===== src/rtl/cable_pwr_pkg.sv =====
package cable_pwr_pkg;

    localparam int unsigned NUM_DAC   = 3;
    localparam int unsigned NUM_SENSE = 2;

    typedef struct packed {
        logic [NUM_SENSE-1:0] status;
        logic [NUM_DAC-1:0]   pd_flag;
    } ctrl_state_t;

    typedef enum logic {
        TMR_IDLE   = 1'b0,
        TMR_SETTLE = 1'b1
    } tmr_state_e;

endpackage


===== src/rtl/cable_sense_sync.sv =====
module cable_sense_sync #(
    parameter int unsigned WIDTH  = 2,
    parameter int unsigned STAGES = 2
) (
    input  logic             clk,
    input  logic             rst_n,
    input  logic [WIDTH-1:0] async_i,
    output logic [WIDTH-1:0] sync_o
);
    logic [WIDTH-1:0] stage_q [STAGES];
    logic [WIDTH-1:0] stage_d [STAGES];

    always_comb begin
        stage_d[0] = async_i;
        for (int i = 1; i < STAGES; i++) begin
            stage_d[i] = stage_q[i-1];
        end
    end

    genvar g;
    generate
        for (g = 0; g < STAGES; g++) begin : g_stage
            always_ff @(posedge clk or negedge rst_n) begin
                if (!rst_n) stage_q[g] <= '0;
                else        stage_q[g] <= stage_d[g];
            end
        end
    endgenerate

    assign sync_o = stage_q[STAGES-1];
endmodule


===== src/rtl/cable_settle_timer.sv =====
module cable_settle_timer
    import cable_pwr_pkg::*;
#(
    parameter int unsigned SETTLE_CYC = 4
) (
    input  logic clk,
    input  logic rst_n,
    input  logic start,
    input  logic abort,
    output logic busy,
    output logic fire
);
    localparam int unsigned CW = (SETTLE_CYC > 1) ? $clog2(SETTLE_CYC) : 1;
    localparam logic [CW-1:0] LOAD_VAL = CW'(SETTLE_CYC - 1);

    typedef struct packed {
        tmr_state_e    st;
        logic [CW-1:0] cnt;
    } tmr_t;

    tmr_t tmr_d, tmr_q;

    always_comb begin
        tmr_d = tmr_q;
        fire  = (tmr_q.st == TMR_SETTLE) && (tmr_q.cnt == '0);
        if (abort) begin
            tmr_d.st  = TMR_IDLE;
            tmr_d.cnt = '0;
        end else if (start) begin
            tmr_d.st  = TMR_SETTLE;
            tmr_d.cnt = LOAD_VAL;
        end else if (tmr_q.st == TMR_SETTLE) begin
            if (tmr_q.cnt == '0) tmr_d.st  = TMR_IDLE;
            else                 tmr_d.cnt = tmr_q.cnt - 1'b1;
        end
    end

    always_ff @(posedge clk or negedge rst_n) begin
        if (!rst_n) begin
            tmr_q.st  <= TMR_IDLE;
            tmr_q.cnt <= '0;
        end else begin
            tmr_q <= tmr_d;
        end
    end

    assign busy = (tmr_q.st == TMR_SETTLE);
endmodule


===== src/rtl/cable_pd_decode.sv =====
module cable_pd_decode
    import cable_pwr_pkg::*;
(
    input  logic [NUM_SENSE-1:0] sense,
    input  logic [NUM_DAC-1:0]   host_pwr_up,
    input  logic                 cfg_component,
    input  logic [NUM_SENSE-1:0] status_old,
    output logic [NUM_SENSE-1:0] status_new,
    output logic [NUM_DAC-1:0]   pd_new
);
    logic [NUM_SENSE-1:0] watched;
    logic [NUM_SENSE-1:0] unloaded;

    always_comb begin
        watched[0] = host_pwr_up[0];
        watched[1] = host_pwr_up[1] & ~cfg_component;
        unloaded   = watched & ~sense;

        for (int i = 0; i < NUM_SENSE; i++) begin
            status_new[i] = watched[i] ? ~sense[i] : status_old[i];
        end

        if (cfg_component) begin
            pd_new = {NUM_DAC{unloaded[0]}};
        end else begin
            pd_new[0] = unloaded[0];
            pd_new[1] = unloaded[1];
            pd_new[2] = unloaded[1];
        end
    end
endmodule


===== src/rtl/cable_pwr_ctrl.sv =====
module cable_pwr_ctrl
    import cable_pwr_pkg::*;
#(
    parameter int unsigned SETTLE_CYC  = 4,
    parameter int unsigned SYNC_STAGES = 2
) (
    input  logic       clk,
    input  logic       rst_n,
    input  logic       frame_start,
    input  logic [1:0] sense_i,
    input  logic       cfg_component,
    input  logic       detect_en,
    input  logic       auto_pd_en,
    input  logic [2:0] host_pwr_up,
    input  logic       sleep,
    output logic [1:0] cable_status,
    output logic [2:0] dac_en
);
    logic [NUM_SENSE-1:0] sense_sync;
    logic                 accept_start;
    logic                 halt_eval;
    logic                 tmr_busy;
    logic                 tmr_fire;
    logic                 fire_ok;
    logic [NUM_SENSE-1:0] dec_status;
    logic [NUM_DAC-1:0]   dec_pd;

    ctrl_state_t st_d, st_q;

    cable_sense_sync #(
        .WIDTH  (NUM_SENSE),
        .STAGES (SYNC_STAGES)
    ) u_sync (
        .clk     (clk),
        .rst_n   (rst_n),
        .async_i (sense_i),
        .sync_o  (sense_sync)
    );

    assign accept_start = frame_start & detect_en & ~sleep;
    assign halt_eval    = sleep | ~detect_en;

    cable_settle_timer #(
        .SETTLE_CYC (SETTLE_CYC)
    ) u_timer (
        .clk   (clk),
        .rst_n (rst_n),
        .start (accept_start),
        .abort (halt_eval),
        .busy  (tmr_busy),
        .fire  (tmr_fire)
    );

    cable_pd_decode u_decode (
        .sense         (sense_sync),
        .host_pwr_up   (host_pwr_up),
        .cfg_component (cfg_component),
        .status_old    (st_q.status),
        .status_new    (dec_status),
        .pd_new        (dec_pd)
    );

    assign fire_ok = tmr_fire & ~halt_eval & ~frame_start;

    always_comb begin
        st_d = st_q;
        if (fire_ok) begin
            st_d.status = dec_status;
        end
        if (halt_eval || !auto_pd_en || accept_start) begin
            st_d.pd_flag = '0;
        end else if (fire_ok) begin
            st_d.pd_flag = dec_pd;
        end
    end

    always_ff @(posedge clk or negedge rst_n) begin
        if (!rst_n) begin
            st_q.status  <= '1;
            st_q.pd_flag <= '0;
        end else begin
            st_q <= st_d;
        end
    end

    assign cable_status = st_q.status;
    assign dac_en       = host_pwr_up & {NUM_DAC{~sleep}} & ~st_q.pd_flag;
endmodule


===== config.mk =====
export PLATFORM = sky130hd
export DESIGN_NAME = cable_pwr_ctrl
export DESIGN_NICKNAME = d
export VERILOG_FILES = /design/src/rtl/cable_pwr_pkg.sv /design/src/rtl/cable_sense_sync.sv /design/src/rtl/cable_settle_timer.sv /design/src/rtl/cable_pd_decode.sv /design/src/rtl/cable_pwr_ctrl.sv
export SDC_FILE = /design/constraint.sdc
export NUM_CORES = 1
export LEC_CHECK = 0
export BUFFER_PORTS_ARGS = -buffer_cell sky130_fd_sc_hd__buf_2
export CORE_AREA = 2 2 39 41
export DETAILED_ROUTE_END_ITERATION = 10
export DIE_AREA = 0 0 41 43
export PLACE_DENSITY = 0.65
export SYNTH_ARGS = -nofsm -noshare
export SYNTH_HDL_FRONTEND = slang
export SYNTH_SLANG_ARGS = --single-unit

===== constraint.sdc =====
create_clock -name clk -period 1.35 [get_ports clk]
set_input_delay 0.2025 -clock clk [delete_from_list [all_inputs] [get_ports clk]]
set_output_delay 0.2025 -clock clk [all_outputs]
set_load 0.03 [all_outputs]

Yosys cells after proc, flatten, opt, wreduce, memory -nomap -nowiden
Cells that the tools add are included.
- logic and storage cells: 45
- register bits after elaboration: 12
- add/subtract/negate cells: 1
- bitwise operators: 18
- mux-type cells: 8
- equal/unequal tests: 1
- reductions and logical operators: 10
- operators by type and width (cell ; number):
    $mux 3 ; 6
    $not 1->1 ; 7
    $and 3x3->3 ; 2
    $reduce_and 2->1 ; 3
    $and 1x1->1 ; 5
    $ne 3x3->1 const B ; 1
    $not 3->3 ; 1
    $reduce_bool 3->1 ; 1
    $and 2x2->2 ; 1
    $logic_not 2->1 ; 1
    $logic_or 1x1->1 ; 2
    $mux 2 ; 1
    $not 2->2 ; 1
    $reduce_bool 2->1 ; 1
    $sub 2x1->2 const B ; 1
    $logic_and 1x1->1 ; 1
    $logic_not 1->1 ; 1
    $mux 1 ; 1
    $or 1x1->1 ; 1

Longest topological paths before layout
- depth after elaboration: 7
- depth in mapped cells: 5
- mapped depth without buffers: 5

Hierarchy
Synthesis repeated with hierarchy kept, for this count alone.
- cell total of the unflattened synthesis: 50
- area total of the unflattened synthesis: 589.3 um^2
- modules (own cells, without submodules) (module ; sequential area each (um^2) ; area an instance (um^2) ; instances ; cells each):
    cable_pwr_ctrl ; 127.6 ; 266.5 ; 1 ; 23
    cable_settle_timer ; 75.1 ; 156.4 ; 1 ; 15
    cable_sense_sync ; 100.1 ; 100.1 ; 1 ; 4
    cable_pd_decode ; 0.0 ; 66.3 ; 1 ; 8

Worst setup path before layout
No wires, ideal clock.
- path kind: register to register
- start point: register u_timer.tmr_q[0] in the netlist's numbering
- end point: register u_timer.tmr_q[1] in the netlist's numbering
- setup time: 0.077 ns
- data arrival time: 1.245 ns
- period minus slack after synthesis: 1.322 ns
- buffers on the path: 0
- cell stages (with the launch flop): 6
- path slack: 0.028 ns
- cell sequence: dfrtp_1 inv_1 ha_1 nor2b_2 mux2_1 a21oi_1
- cells in the longest elaborated chain, start to end: 5
- elaborated cells between the ends (all ways): 8
- classes of those cells: add/sub: 1; eq/ne: 1; mux: 4; reduce/logical: 2
- ends and longest elaborated chain (element ; RTL line ; text):
    from (decl) ; cable_settle_timer.sv:21 ; tmr_t tmr_d, tmr_q;
    from (signal assigned) ; cable_settle_timer.sv:43 ; tmr_q <= tmr_d;
    $sub 2x1->2 ; cable_settle_timer.sv:34 ; else tmr_d.cnt = tmr_q.cnt - 1'b1;
    $mux 2 ; cable_settle_timer.sv:33 ; if (tmr_q.cnt == '0) tmr_d.st = TMR_IDLE;
    $mux 3 ; cable_settle_timer.sv:32 ; end else if (tmr_q.st == TMR_SETTLE) begin
    $mux 3 ; cable_settle_timer.sv:29 ; end else if (start) begin
    $mux 3 ; cable_settle_timer.sv:26 ; if (abort) begin
Parallel ways exist; a longest one is shown, timed or not. The select of a mux whose other input is x is not followed.
A chain may end at the register's enable or synchronous reset.

==> flow_summary.json <==
{
  "status": "completed",
  "seqCellArea_sq_um": 278,
  "finClkSkew_ns": 0.000892,
  "cts_buffer_depth": 2,
  "drt_iter0_markers": 6,
  "cts.reportedPaths.clkPinSlew_ns": 0.07,
  "track_usage_pct": 12.6,
  "num_rows": 14,
  "diodes": 0,
  "drv_slew": 0,
  "root_buffer": "clkbuf_4",
  "swShare_pct": 24.9,
  "area_delta_synth_final_pct": 30.8,
  "die_h_um": 43,
  "syn-instance-count": 44,
  "grt_max_degree": 12,
  "cts_tree": "built",
  "final_util_pct": 47.3,
  "final_nets": 79,
  "multi_input_area_sq_um": 204,
  "post-route-period-util_pct": 93.1,
  "synth_fa_ha_area_share_pct": 2.50,
  "ys_seq_area_share_pct": 55.5,
  "ir_worst_vdd_uv": 483,
  "place_congestion": 0.768,
  "relSlewSlack_pct": 83.3,
  "critPathKind": "reg2out",
  "first_global_vias": 368,
  "fp.dieArea_sq_um": 1760,
  "synth_top_family_by_area": "simple AND/OR/NAND/NOR gates",
  "detail-route-antenna-nets": 0,
  "p_seq_share_pct": 52.4,
  "dr.pass1.iters": 3,
  "syn_area_sq_um": 500,
  "yosys_warnings": 0,
  "drc": 0,
  "static-leakage-power_uw": 0.000324,
  "final_cell_mix": "buf_2 (15), dfrtp_1 (9), inv_1 (5)",
  "maxCapViolCount": 0,
  "ys_seq_elements": 11,
  "p_comb_share_pct": 16.0,
  "port_buffers": 16,
  "grt_pass1_wl_mm": 1.42,
  "yosys.cell_types.count": 19,
  "cp-end-kind": "primary output",
  "syn_avg_cell_area_sq_um": 11.4,
  "critPathLaunchType": "flop",
  "fill_cells": 139,
  "internal-power_uw": 511,
  "htree_num_levels": 1,
  "wire_per_inst_um": 10.4,
  "start_util_pct": 36.2,
  "num_vias": 379,
  "clkPwrFrac_pct": 31.6,
  "crit_arrival_ns": 1.05,
  "antenna_found_initial": 0,
  "core_sq_um": 1380,
  "synth-xor-area-share_pct": 1.75,
  "synth_nets": 57,
  "whs_ns": 0.0441,
  "cts_buffers": 3,
  "setup_violations": 0,
  "critPathRequiredTime_ns": 1.15,
  "period_needed_ns": 1.26,
  "p_switching_uw": 169,
  "hp-class": "in2reg",
  "viasPerCell": 4.68,
  "overflow": 0,
  "yosys.area_share.simple_pct": 18.8,
  "ioPinCount": 17,
  "die_w_um": 41,
  "final_common_cell": "buf_2",
  "max_freq_mhz": 796,
  "synth.mux.area_fraction_pct": 8.50,
  "powerDensity_nw_per_um2": 1040,
  "clock-sinks": 11,
  "synth_compound_area_share_pct": 6.25,
  "worstMarginPinSlew_ns": 0.250,
  "clock_latency_ns": 0.26,
  "worstPathMaxFanout": 3,
  "drt_wl_total_um": 844,
  "drive_above_1_share_pct": 44.6,
  "hold_viol": 0
}
## critical path, cell delays in order, from the launching register on
cell     delay (ns)
dfrtp_1        0.40
nor3b_1        0.17
buf_2          0.22
## power groups by stage
stage	sequential [uW]	combinational, uW	clock (uW)
floorplan	362	65.5	0
global placement	363	101	0
detailed placement	363	102	0
CTS	357	105	231
global route	359	122	249
finish	357	109	215
## cells in the mapped netlist
master	number	area share, %
buf_4	2	3.0
mux2i_1	2	4.0
nor2_1	3	2.2
mux2_1	2	4.5
nor2b_1	2	2.5
nand2b_1	1	1.3
nor3b_1	3	4.5
ha_1	1	2.5
a22oi_1	1	1.5
dfstp_2	2	10
inv_1	5	3.8
nand4_1	2	2.5
nor2b_2	1	1.8
nor3b_2	1	2.5
a21oi_1	3	3.0
a311oi_1	1	1.8
nand2_1	2	1.5
xnor2_1	1	1.8
dfrtp_1	9	45
## what timing repair did
action,in CTS,in global routing
hold buffers,1,0
hold endpoints to repair,9,0
resized for setup,0,5
setup buffers,0,0
setup endpoints to repair,0,2
## final cells by class
type                       count  area share [%]
multi-input combinational     26            31.2
sequential                    11            42.4
tap                           16            3.06
inverter                       5            2.87
clock buffer                   4            4.02
timing repair buffer          19            16.4
## final timing paths
kind	slack, ns	cells past startpoint	end	startpoint
max in group asynchronous	0.75	2	cable_status[1]	rst_n
worst max-delay path	0.09	2	dac_en[2]	st_q[1]
worst max register to register	0.09	5	u_timer.tmr_q[1]	u_timer.tmr_q[0]
worst min-delay path	0.04	1	u_sync.stage_d[1]	sense_i[1]
worst min register to register	0.35	0	u_sync.sync_o[1]	u_sync.stage_d[1]
min in group asynchronous	0.34	2	st_q[1]	rst_n
## registers in the layout (all words and copies together), names as in the netlist
name            count
cable_status        2
st_q                2
u_sync.stage_d      2
u_sync.sync_o       2
u_timer.busy        1
u_timer.tmr_q       2
## per-stage QoR
step	std cells	power [uW]	area (sq um)	setup WS, ns	setup TNS [ns]
global route	81	730	654	-0.00175	-0.00175
global placement	76	464	601	0.0864	0
CTS	81	692	637	0.0300	0
finish	81	681	654	0.0934	0
detailed placement	76	465	601	0.0455	0
floorplan	44	427	500	0.0281	0
## cell families (layout without fill, tap and decap cells)
kind of cell,after synthesis,count (layout)
AND/OR/NAND/NOR,15,15
XOR/XNOR,1,1
flip-flops,11,11
buffers and inverters,7,28
adder cells (fa/ha/maj),1,1
multiplexers,4,4
AO/OA/AOI/OAI,5,5
## per-layer routing
metal / routed length (um) / vias to the layer above / track usage (%)
met5: 0 / - / 0
met1: 350 / 171 / 13.7
met3: 62 / 2 / 4.71
met4: 19 / 0 / 10.0
li1: - / 191 / -
met2: 412 / 15 / 18.4
No activity file was read; power rests on OpenSTA's default activity.
